## src/rtl/magcmp_pkg.sv

```systemverilog
package magcmp_pkg;
   typedef struct packed {
      logic gt;
      logic lt;
   } ord_t;

   localparam ord_t ORD_EQ = '{gt: 1'b0, lt: 1'b0};
endpackage

```

## src/rtl/magcmp_cell1.sv

```systemverilog
module magcmp_cell1
   import magcmp_pkg::*;
(
   input  logic a_i,
   input  logic b_i,
   input  ord_t up_i,
   output ord_t dn_o
);
   logic undecided;

   always_comb begin
      undecided = ~up_i.gt & ~up_i.lt;
      dn_o.gt   = up_i.gt | (undecided & a_i & ~b_i);
      dn_o.lt   = up_i.lt | (undecided & ~a_i & b_i);
   end
endmodule

```

## src/rtl/magcmp_cell2.sv

```systemverilog
module magcmp_cell2
   import magcmp_pkg::*;
(
   input  logic [1:0] a_i,
   input  logic [1:0] b_i,
   input  ord_t       up_i,
   output ord_t       dn_o
);
   logic undecided;
   logic hi_same;
   logic pair_gt;
   logic pair_lt;

   always_comb begin
      undecided = ~up_i.gt & ~up_i.lt;
      hi_same   = ~(a_i[1] ^ b_i[1]);
      pair_gt   = (a_i[1] & ~b_i[1]) | (hi_same & a_i[0] & ~b_i[0]);
      pair_lt   = (~a_i[1] & b_i[1]) | (hi_same & ~a_i[0] & b_i[0]);
      dn_o.gt   = up_i.gt | (undecided & pair_gt);
      dn_o.lt   = up_i.lt | (undecided & pair_lt);
   end
endmodule

```

## src/rtl/magcmp_ripple.sv

```systemverilog
module magcmp_ripple
   import magcmp_pkg::*;
#(
   parameter int WIDTH = 9,
   parameter int RADIX = 2
) (
   input  logic [WIDTH-1:0] a_i,
   input  logic [WIDTH-1:0] b_i,
   input  logic             gt_in,
   input  logic             lt_in,
   output logic             gt_o,
   output logic             lt_o,
   output logic             eq_o
);
   localparam int NPAIR  = WIDTH / 2;
   localparam int HASODD = WIDTH % 2;
   localparam int NSTG   = (RADIX == 2) ? (NPAIR + HASODD) : WIDTH;

   if (WIDTH < 1) begin : g_bad_width
      $error("magcmp_ripple: WIDTH must be at least 1");
   end
   if (RADIX != 1 && RADIX != 2) begin : g_bad_radix
      $error("magcmp_ripple: RADIX must be 1 or 2");
   end

   ord_t [NSTG:0] st;

   assign st[0] = '{gt: gt_in, lt: lt_in};

   if (RADIX == 2) begin : g_r2
      for (genvar j = 0; j < NPAIR; j++) begin : g_pair
         localparam int HI = WIDTH - 1 - 2 * j;
         magcmp_cell2 u_cell (
            .a_i  (a_i[HI -: 2]),
            .b_i  (b_i[HI -: 2]),
            .up_i (st[j]),
            .dn_o (st[j+1])
         );
      end
      if (HASODD == 1) begin : g_tail
         magcmp_cell1 u_cell (
            .a_i  (a_i[0]),
            .b_i  (b_i[0]),
            .up_i (st[NPAIR]),
            .dn_o (st[NPAIR+1])
         );
      end
   end else begin : g_r1
      for (genvar j = 0; j < WIDTH; j++) begin : g_bit
         magcmp_cell1 u_cell (
            .a_i  (a_i[WIDTH-1-j]),
            .b_i  (b_i[WIDTH-1-j]),
            .up_i (st[j]),
            .dn_o (st[j+1])
         );
      end
   end

   assign gt_o = st[NSTG].gt;
   assign lt_o = st[NSTG].lt;
   assign eq_o = ~(st[NSTG].gt | st[NSTG].lt);
endmodule

```

## config.mk

```make
export PLATFORM = sky130hd
export DESIGN_NAME = magcmp_ripple
export DESIGN_NICKNAME = d
export VERILOG_FILES = /design/src/rtl/magcmp_pkg.sv /design/src/rtl/magcmp_cell1.sv /design/src/rtl/magcmp_cell2.sv /design/src/rtl/magcmp_ripple.sv
export SDC_FILE = /design/constraint.sdc
export NUM_CORES = 1
export LEC_CHECK = 0
export BUFFER_PORTS_ARGS = -buffer_cell sky130_fd_sc_hd__buf_4
export CAP_MARGIN = 15
export CORE_AREA = 2 2 39 41
export DETAILED_ROUTE_END_ITERATION = 8
export DIE_AREA = 0 0 41 43
export PLACE_DENSITY = 0.65
export RECOVER_POWER = 50
export SLEW_MARGIN = 10
export SYNTH_ARGS = -nofsm -noshare
export SYNTH_HDL_FRONTEND = slang
export SYNTH_SLANG_ARGS = --single-unit
```

## constraint.sdc

```tcl
create_clock -name vclk -period 1.9
set_input_delay 0.38 -clock vclk [all_inputs]
set_output_delay 0.38 -clock vclk [all_outputs]
set_load 0.02 [all_outputs]
```

==> results of run 1 <==
==> per-layer routing <==
layer	vias to the layer above	share of wire	global-route usage
met2	15	0.57	0.2281
met1	192	0.37	0.1139
met5	-	0	0
li1	227	-	-
met4	0	0	0
met3	0	0.055	0
==> final cells by class <==
| type | instances | area (sq um) | area share |
|---|---|---|---|
| Inverter | 13 | 53.80 | 0.07427 |
| Timing Repair Buffer | 28 | 225.2 | 0.3109 |
| Multi-Input combinational cell | 36 | 425.4 | 0.5872 |
| Tap cell | 16 | 20.02 | 0.02763 |
==> critical path, cell delays in order <==
cell and delay [ps]:
buf_6 100, buf_4 130, ha_4 150, nor2b_4 120, or3_4 370, o221ai_2 160
buf_4 170
==> logic make-up (layout without fill, tap and decap cells) <==
| group | count (synthesis) | count (layout) | synth area share |
|---|---|---|---|
| AND/OR/NAND/NOR | 16 | 16 | 0.3033 |
| buffers and inverters | 13 | 41 | 0.1300 |
| adder cells (fa/ha/maj) | 8 | 8 | 0.2667 |
| AO/OA/AOI/OAI | 12 | 12 | 0.3000 |
==> cells in the mapped netlist, types with 2 or more instances <==
master | count | area, sq um
o221ai_1 | 2 | 17.52
nor2b_1 | 5 | 31.28
a31oi_1 | 3 | 18.77
nand3b_1 | 2 | 15.01
ha_1 | 8 | 100.1
a21boi_0 | 2 | 15.01
inv_1 | 13 | 48.80
==> where the power goes <==
part           switching, uW  total (uW)  internal (uW)
logic                   68.4         159           90.9
clock network              0           0              0
registers                  0           0              0
==> how the worst min path moves through the flow <==
stage	from	slack, ps	to
finish	gt_in	1130	gt_o
global route	gt_in	1150	gt_o
CTS	gt_in	1120	gt_o
detailed placement	gt_in	1140	gt_o
global placement	gt_in	1150	gt_o
floorplan	lt_in	890	lt_o
==> placed cells by master, fill, tap and decap left out, types with 2 or more instances in the layout <==
cell type,count
buf_4,24
inv_1,11
ha_1,5
nor2b_1,4
buf_6,4
ha_4,3
inv_4,2
a31oi_2,2
nand3b_1,2
nor3_2,2
==> metrics by stage <==
step / power [uW] / setup TNS (ps) / utilization
2_1_floorplan: 66.38 / -131.5 / -
3_3_place_gp: 127.8 / -503.3 / 0.4421
3_5_place_dp: 130.8 / -541.3 / 0.4421
4_1_cts: 152.8 / -73.67 / 0.5027
5_1_grt: 173.8 / -253.5 / 0.5235
6_report: 159.3 / -67.08 / 0.5235
==> repair_timing <==
item | 4_1_cts | 5_1_grt
setup buffers | 0 | 0
gates resized for setup | 17 | 8
setup endpoints to repair | 3 | 3
cloned | 0 | 0
hold buffers | 0 | 0
pin swaps | 11 | 4
==> out/results.md, run 1 <==
| Item | Reported | Unit |
|---|---|---|
| Global-route wire length before repair | 1.421 | mm |
| Routed len/inst | 10.24 | um |
| PwrDens | 220.0 | nW/um^2 |
| Synth unique cells | 21 | - |
| Area of all placed cells without fillers | 724.4 | sq um |
| Post-synth design cell area | 375.4 | sq um |
| Proportion of synthesized chip area in sequential cells | 0 | - |
| Number of detailed-route iterations in the first pass | 1 | - |
| Relative max-transition margin | 0.8243 | - |
| Unrepaired setup endpoints after global routing | yes | - |
| P_leak | 0.0003511 | uW |
| Hold Path Stages | 4 | - |
| Cell Count, Final, Fillers Out | 93 | - |
| Overall die area | 1763 | sq um |
| Fraction of layout instances using a drive strength above 1 | 0.6104 | - |
| Final Setup Violations | 2 | - |
| Syn nets | 77 | - |
| Via total after detailed routing | 434 | - |
| Initial cell density of the core | 0.2712 | - |
| Maximum Capacitance Violations | 0 | - |
| Post-route antenna net violation count | 0 | - |
| Die extent in y | 43 | um |
| Clock buffer cells | 0 | - |
| Worst setup path end | lt_o | - |
| GRT Residual Overflow | 0 | - |
| Final WS setup | -57.43 | ps |
| Pin count of the biggest net entering global routing | 5 | - |
| Post-place setup slack | -208.0 | ps |
| Die Span X | 41 | um |
| FFs & Latches | 0 | - |
| Initial antenna violation count | 0 | - |
| Worst-case hold slack | 1130 | ps |
| Startpoint type of the worst setup path | input port | - |
| Critical Path Fanout Max | 2 | - |
| Synth Area per Inst | 7.660 | sq um |
| Drt drc | 0 | - |
| Final Cycle Share | 1.030 | - |
| Post-detailed-placement cell area | 611.8 | sq um |
| Area growth, synth to finish | 93.00 | % |
| VDD IR-drop max | 0.1045 | mV |
| Core area | 1384 | sq um |
| Required time of the worst setup path | 1520 | ps |
| Slew at the pin closest to its max-slew limit | 262.3 | ps |
| Violated checks | setup timing | - |
| Total of buffers placed on input and output ports | 23 | - |
| Max Fclk | 510.9 | MHz |
| Footprint of the flip-flops and latches | 0 | sq um |
| HPWL after DPL | 779.1 | um |
| Endpoint kind of the worst setup timing path | output pin | - |
| Ant. Diodes | 0 | - |
| Status | finished, violations left | - |
| Number of instances in the synthesized netlist | 49 | - |
| Hold Violations, Final | 0 | - |
| Top-level port count | 23 | - |
| Number of placed instances, taps included | 93 | - |
| Count of warnings emitted by yosys | 0 | - |
| Final slew viol count | 0 | - |
| Net count, final | 107 | - |
| GP Congestion | 0.6771 | - |
| Vias in the first global route | 384 | - |
| Worst hold path type | input port to output pin | - |
| Global-route usage over all layers | 0.1089 | - |
| DRT iter0 DRCs | 0 | - |
| Number of standard-cell rows in the floorplan | 14 | - |
| Critical path start-end classification | input port to output pin | - |
| Min Tclk post-route | 1957 | ps |
| Crit path launch | a_i[8] | - |
| Total detailed-routing wirelength | 952 | um |
| Worst endpoint data arrival time | 1580 | ps |
| Fill cell total of the finished layout | 136 | - |
| Vias per cell | 4.667 | - |
Note: power is estimated with default switching activity, not from simulation.
==> run 2, diff against run 1 <==
--- a/config.mk
+++ b/config.mk
@@ -7,10 +7,12 @@
 export LEC_CHECK = 0
 export BUFFER_PORTS_ARGS = -buffer_cell sky130_fd_sc_hd__buf_4
 export CAP_MARGIN = 15
+export CELL_PAD_IN_SITES_DETAIL_PLACEMENT = 0
+export CELL_PAD_IN_SITES_GLOBAL_PLACEMENT = 1
 export CORE_AREA = 2 2 39 41
 export DETAILED_ROUTE_END_ITERATION = 8
 export DIE_AREA = 0 0 41 43
-export PLACE_DENSITY = 0.65
+export PLACE_DENSITY = 0.87
 export RECOVER_POWER = 50
 export SLEW_MARGIN = 10
 export SYNTH_ARGS = -nofsm -noshare
==> run 2 against run 1 <==
Compared with the run above: the run still ends with setup timing left; critical path depth decreased by 1; first-iteration DRC count increased by 7; die area unchanged.
==> out/results.md, run 2 (synthesis results as in run 1) <==
| Item | Reported | Unit |
|---|---|---|
| HPWL after DPL | 771 | um |
| Global-route usage over all layers | 0.1159 | - |
| Footprint of the flip-flops and latches | 0 | sq um |
| Area growth, synth to finish | 95.67 | % |
| Global-route wire length before repair | 1.545 | mm |
| FFs & Latches | 0 | - |
| Hold Violations, Final | 0 | - |
| Vias in the first global route | 422 | - |
| Relative max-transition margin | 0.8223 | - |
| Area of the multi-input gates | 420.4 | sq um |
| Top-level port count | 23 | - |
| Total detailed-routing wirelength | 992 | um |
| Number of buffers inserted for hold repair after clock tree synthesis | 0 | - |
| Most frequent cells in the layout | 25 x buf_4, 11 x inv_1, 6 x ha_1 | - |
| Required time of the worst setup path | 1520 | ps |
| Wire length on met3 | 72 | um |
| Slew at the pin closest to its max-slew limit | 265.2 | ps |
| VDD IR-drop max | 0.09848 | mV |
| Initial antenna violation count | 0 | - |
| Worst hold path type | input port to output pin | - |
| Final Setup Violations | 3 | - |
| Clock buffer cells | 0 | - |
| Post-route antenna net violation count | 0 | - |
| P_leak | 0.0003598 | uW |
| Routed len/inst | 10.55 | um |
| Final WS setup | -78.69 | ps |
| Number of detailed-route iterations in the first pass | 3 | - |
| Leading cell type in the layout, fill and taps excluded | buf_4 | - |
| GP Congestion | 0.7224 | - |
| Unrepaired setup endpoints after global routing | yes | - |
| Die extent in y | 43 | um |
| Violated checks | setup timing | - |
| Min Tclk post-route | 1979 | ps |
| Post-place setup slack | -191.1 | ps |
| Max Fclk | 505.4 | MHz |
| Endpoint kind of the worst setup timing path | output pin | - |
| Critical path start-end classification | input port to output pin | - |
| PwrDens | 227.0 | nW/um^2 |
| Die Span X | 41 | um |
| Crit path launch | b_i[8] | - |
| Maximum Capacitance Violations | 0 | - |
| Initial cell density of the core | 0.2712 | - |
| Overall die area | 1763 | sq um |
| WL met2 | 566 | um |
| Worst endpoint data arrival time | 1600 | ps |
| Final slew viol count | 0 | - |
| Number of standard-cell rows in the floorplan | 14 | - |
| Vias per cell | 4.809 | - |
| Uppermost metal layer occupied by signal nets | met4 | - |
| Worst setup path end | lt_o | - |
| Pin count of the biggest net entering global routing | 5 | - |
| Final core occ | 0.5307 | - |
| Final Cycle Share | 1.041 | - |
| Fill cell total of the finished layout | 143 | - |
| Wire length on met1 | 338 | um |
| Fraction of layout instances using a drive strength above 1 | 0.6026 | - |
| Critical Path Fanout Max | 2 | - |
| Drt drc | 0 | - |
| DRT iter0 DRCs | 7 | - |
| Via total after detailed routing | 452 | - |
| Startpoint type of the worst setup path | input port | - |
| Ant. Diodes | 0 | - |
| Final Power | 166.8 | uW |
| GRT Residual Overflow | 0 | - |
| Worst-case hold slack | 1234 | ps |
| Core area | 1384 | sq um |
| Status | finished, violations left | - |
| Total of buffers placed on input and output ports | 23 | - |
| Net count, final | 108 | - |
run 2: cell types whose count changed in the layout (fill, tap and decap cells not counted), sizes merged:
cell  delta
buf      +1
run 2: what timing repair did:
action,in CTS,in global routing
setup buffers,1,1
endpoints found under the setup margin,3,3
pin swaps,13,2
gates resized for setup,20,6
run 2: power breakdown:
part / leakage (uW) / internal, uW / switching, uW
registers: 0 / 0 / 0
clock network: 0 / 0 / 0
logic: 0.000360 / 94.9 / 71.9
run 2: through the flow:
stage	instance area, sq um	cells	setup TNS [ps]
floorplan	381.6	49	-131.5
global placement	604.3	92	-431.9
detailed placement	604.3	92	-519.1
CTS	703.2	93	-82.44
global route	734.5	94	-300.5
finish	734.5	94	-96.08
run 2: cell type report:
| class | count | area share |
|---|---|---|
| Timing Repair Buffer | 29 | 0.3271 |
| Tap cell | 16 | 0.02726 |
| Inverter | 13 | 0.07325 |
| Multi-Input combinational cell | 36 | 0.5724 |
run 2: how the worst min path moves through the flow:
stage / to / start / slack, ps / cells past startpoint
3_5_place_dp: gt_o / gt_in / 1140 / 4
3_3_place_gp: gt_o / gt_in / 1130 / 4
6_report: gt_o / gt_in / 1230 / 5
5_1_grt: gt_o / gt_in / 1260 / 5
2_1_floorplan: lt_o / lt_in / 890 / 2
4_1_cts: gt_o / gt_in / 1220 / 5
run 2: critical path, stage by stage:
cell and delay, ps:
buf_8 100, ha_4 240, nor4bb_4 160, or3_1 390
o221ai_2 160, buf_4 160
run 2: routing by layer:
| layer | track usage | vias to the layer above |
|---|---|---|
| li1 | - | 231 |
| met1 | 0.1329 | 202 |
| met2 | 0.2281 | 17 |
| met3 | 0.005236 | 2 |
| met4 | 0 | 0 |
| met5 | 0 | - |
==> run 3, diff against run 2 <==
--- a/config.mk
+++ b/config.mk
@@ -12,7 +12,7 @@
 export CORE_AREA = 2 2 39 41
 export DETAILED_ROUTE_END_ITERATION = 8
 export DIE_AREA = 0 0 41 43
-export PLACE_DENSITY = 0.87
+export PLACE_DENSITY = 0.84
 export RECOVER_POWER = 50
 export SLEW_MARGIN = 10
 export SYNTH_ARGS = -nofsm -noshare
==> run 3 against run 2 <==
Compared with the run above: the run still ends with setup timing left; power rose by 2.7%; hold slack got worse by 5.0 ps; sequential share of layout area did not move; count of clock-buffer cells in the layout did not move; fmax rose by 1.2%; combinational power rose by 2%; largest cell class unchanged.
==> out/results.md, run 3 (synthesis results as in run 1) <==
| Item | Reported | Unit |
|---|---|---|
| Internal power | 97.23 | uW |
| WHS Endpoint | gt_o | - |
| Hold Violations, Final | 0 | - |
| Pin count of the biggest net entering global routing | 5 | - |
| Hold Path Stages | 5 | - |
| Slew at the pin closest to its max-slew limit | 335.2 | ps |
| Relative max-transition margin | 0.7755 | - |
| Area growth, synth to finish | 102.0 | % |
| Vias per cell | 4.774 | - |
| Worst endpoint data arrival time | 1570 | ps |
| Beginning of the worst hold path | gt_in | - |
| Sequential cell fraction of total power | 0 | - |
| Critical Path Fanout Max | 2 | - |
| Number of standard-cell rows in the floorplan | 14 | - |
| Combinational group share of total power | 1.000 | - |
| Total detailed-routing wirelength | 971 | um |
| Overall die area | 1763 | sq um |
| Top-level port count | 23 | - |
| Clock network fraction of design power | 0 | - |
| VDD IR-drop max | 0.08744 | mV |
| P_leak | 0.0003538 | uW |
| Worst-case hold slack | 1229 | ps |
| Number of detailed-route iterations in the first pass | 1 | - |
| Global-route wire length before repair | 1.552 | mm |
| Number of buffers inserted for hold repair after clock tree synthesis | 0 | - |
| Die Span X | 41 | um |
| GRT Residual Overflow | 0 | - |
| Leading cell type in the layout, fill and taps excluded | buf_4 | - |
| Final WS setup | -54.61 | ps |
| Fraction of layout instances using a drive strength above 1 | 0.6494 | - |
| PwrDens | 225.8 | nW/um^2 |
| Switching share of power | 0.4320 | - |
| Routed len/inst | 10.44 | um |
| Maximum Capacitance Violations | 0 | - |
| Final slew viol count | 0 | - |
| Violated checks | setup timing | - |
| Vias in the first global route | 439 | - |
| Unrepaired setup endpoints after global routing | yes | - |
| Final Cycle Share | 1.029 | - |
| Required time of the worst setup path | 1520 | ps |
| Most frequent cells in the layout | 23 x buf_4, 10 x inv_1, 4 x nor2b_1, 4 x ha_4, 4 x ha_1 | - |
| Net Sw Power | 73.95 | uW |
| Fill cell total of the finished layout | 140 | - |
| Crit path launch | a_i[8] | - |
| Final total negative setup slack | -72.90 | ps |
| Core area | 1384 | sq um |
| Net count, final | 107 | - |
| Startpoint type of the worst setup path | input port | - |
| Initial cell density of the core | 0.2712 | - |
| Ant. Diodes | 0 | - |
| DRT iter0 DRCs | 0 | - |
| FFs & Latches | 0 | - |
| Global-route usage over all layers | 0.1179 | - |
| Worst hold path type | input port to output pin | - |
| Drt drc | 0 | - |
| Die extent in y | 43 | um |
| Post-route antenna net violation count | 0 | - |
| Via total after detailed routing | 444 | - |
| Min Tclk post-route | 1955 | ps |
| Status | finished, violations left | - |
| Clock buffer cells | 0 | - |
| Initial antenna violation count | 0 | - |
| Endpoint kind of the worst setup timing path | output pin | - |
| Total of buffers placed on input and output ports | 23 | - |
| HPWL after DPL | 775.6 | um |
| Footprint of the flip-flops and latches | 0 | sq um |
| Max Fclk | 511.6 | MHz |
| GP Congestion | 0.6465 | - |
| Critical path start-end classification | input port to output pin | - |
| Final Setup Violations | 2 | - |
run 3: changes by cell type in the layout (fill, tap and decap cells not counted), sizes merged:
| cell | before | now |
|---|---|---|
| buf | 29 | 28 |
run 3: metrics by stage:
stage / cell area, sq um / power, uW / utilization / instances / worst slack [ps]
after detailed placement: 604.3 / 128.9 / 0.4367 / 92 / -207.5
final: 758.2 / 171.2 / 0.5479 / 93 / -54.61
after floorplan: 381.6 / 66.38 / - / 49 / -77.31
after global placement: 604.3 / 125.4 / 0.4367 / 92 / -172.7
after CTS: 743.2 / 165.5 / 0.5371 / 94 / -60.59
after global routing: 758.2 / 185.8 / 0.5479 / 93 / -93.80
run 3: final cells by class:
class | instances | area (sq um) | share of cell area
inverter | 13 | 53.80 | 0.07096
timing repair buffer | 28 | 236.5 | 0.3119
multi-input combinational | 36 | 447.9 | 0.5908
tap | 16 | 20.02 | 0.02640
run 3: how the worst max path moves through the flow:
| stage | cells after the start | slack [ps] | end |
|---|---|---|---|
| after detailed placement | 8 | -210 | lt_o |
| after CTS | 8 | -60 | lt_o |
| after floorplan | 5 | -80 | gt_o |
| final | 7 | -50 | lt_o |
| after global routing | 8 | -90 | lt_o |
| after global placement | 8 | -170 | eq_o |
run 3: repair_timing:
item / in CTS / in global routing
gates resized for setup: 26 / 6
endpoints found under the setup margin: 3 / 3
setup buffers: 2 / 0
endpoints found under the hold margin: 0 / 0
pin swaps: 14 / 6
run 3: power by group through the flow:
stage / Clock, uW / Sequential, uW / Combinational [uW]
after floorplan: 0 / 0 / 66.4
after global placement: 0 / 0 / 125
after detailed placement: 0 / 0 / 129
after CTS: 0 / 0 / 165
after global routing: 0 / 0 / 186
final: 0 / 0 / 171
run 3: layer usage:
metal | global-route usage | routed length [um]
met5 | 0 | 0
met1 | 0.1297 | 376
met4 | 0.01333 | 0
met2 | 0.2344 | 533
met3 | 0 | 61
run 3: critical path: stages:
cell and delay (ps):
buf_8 100, buf_6 110, ha_4 140, nor2b_4 120, or3_4 380, o221ai_2 180
buf_4 170
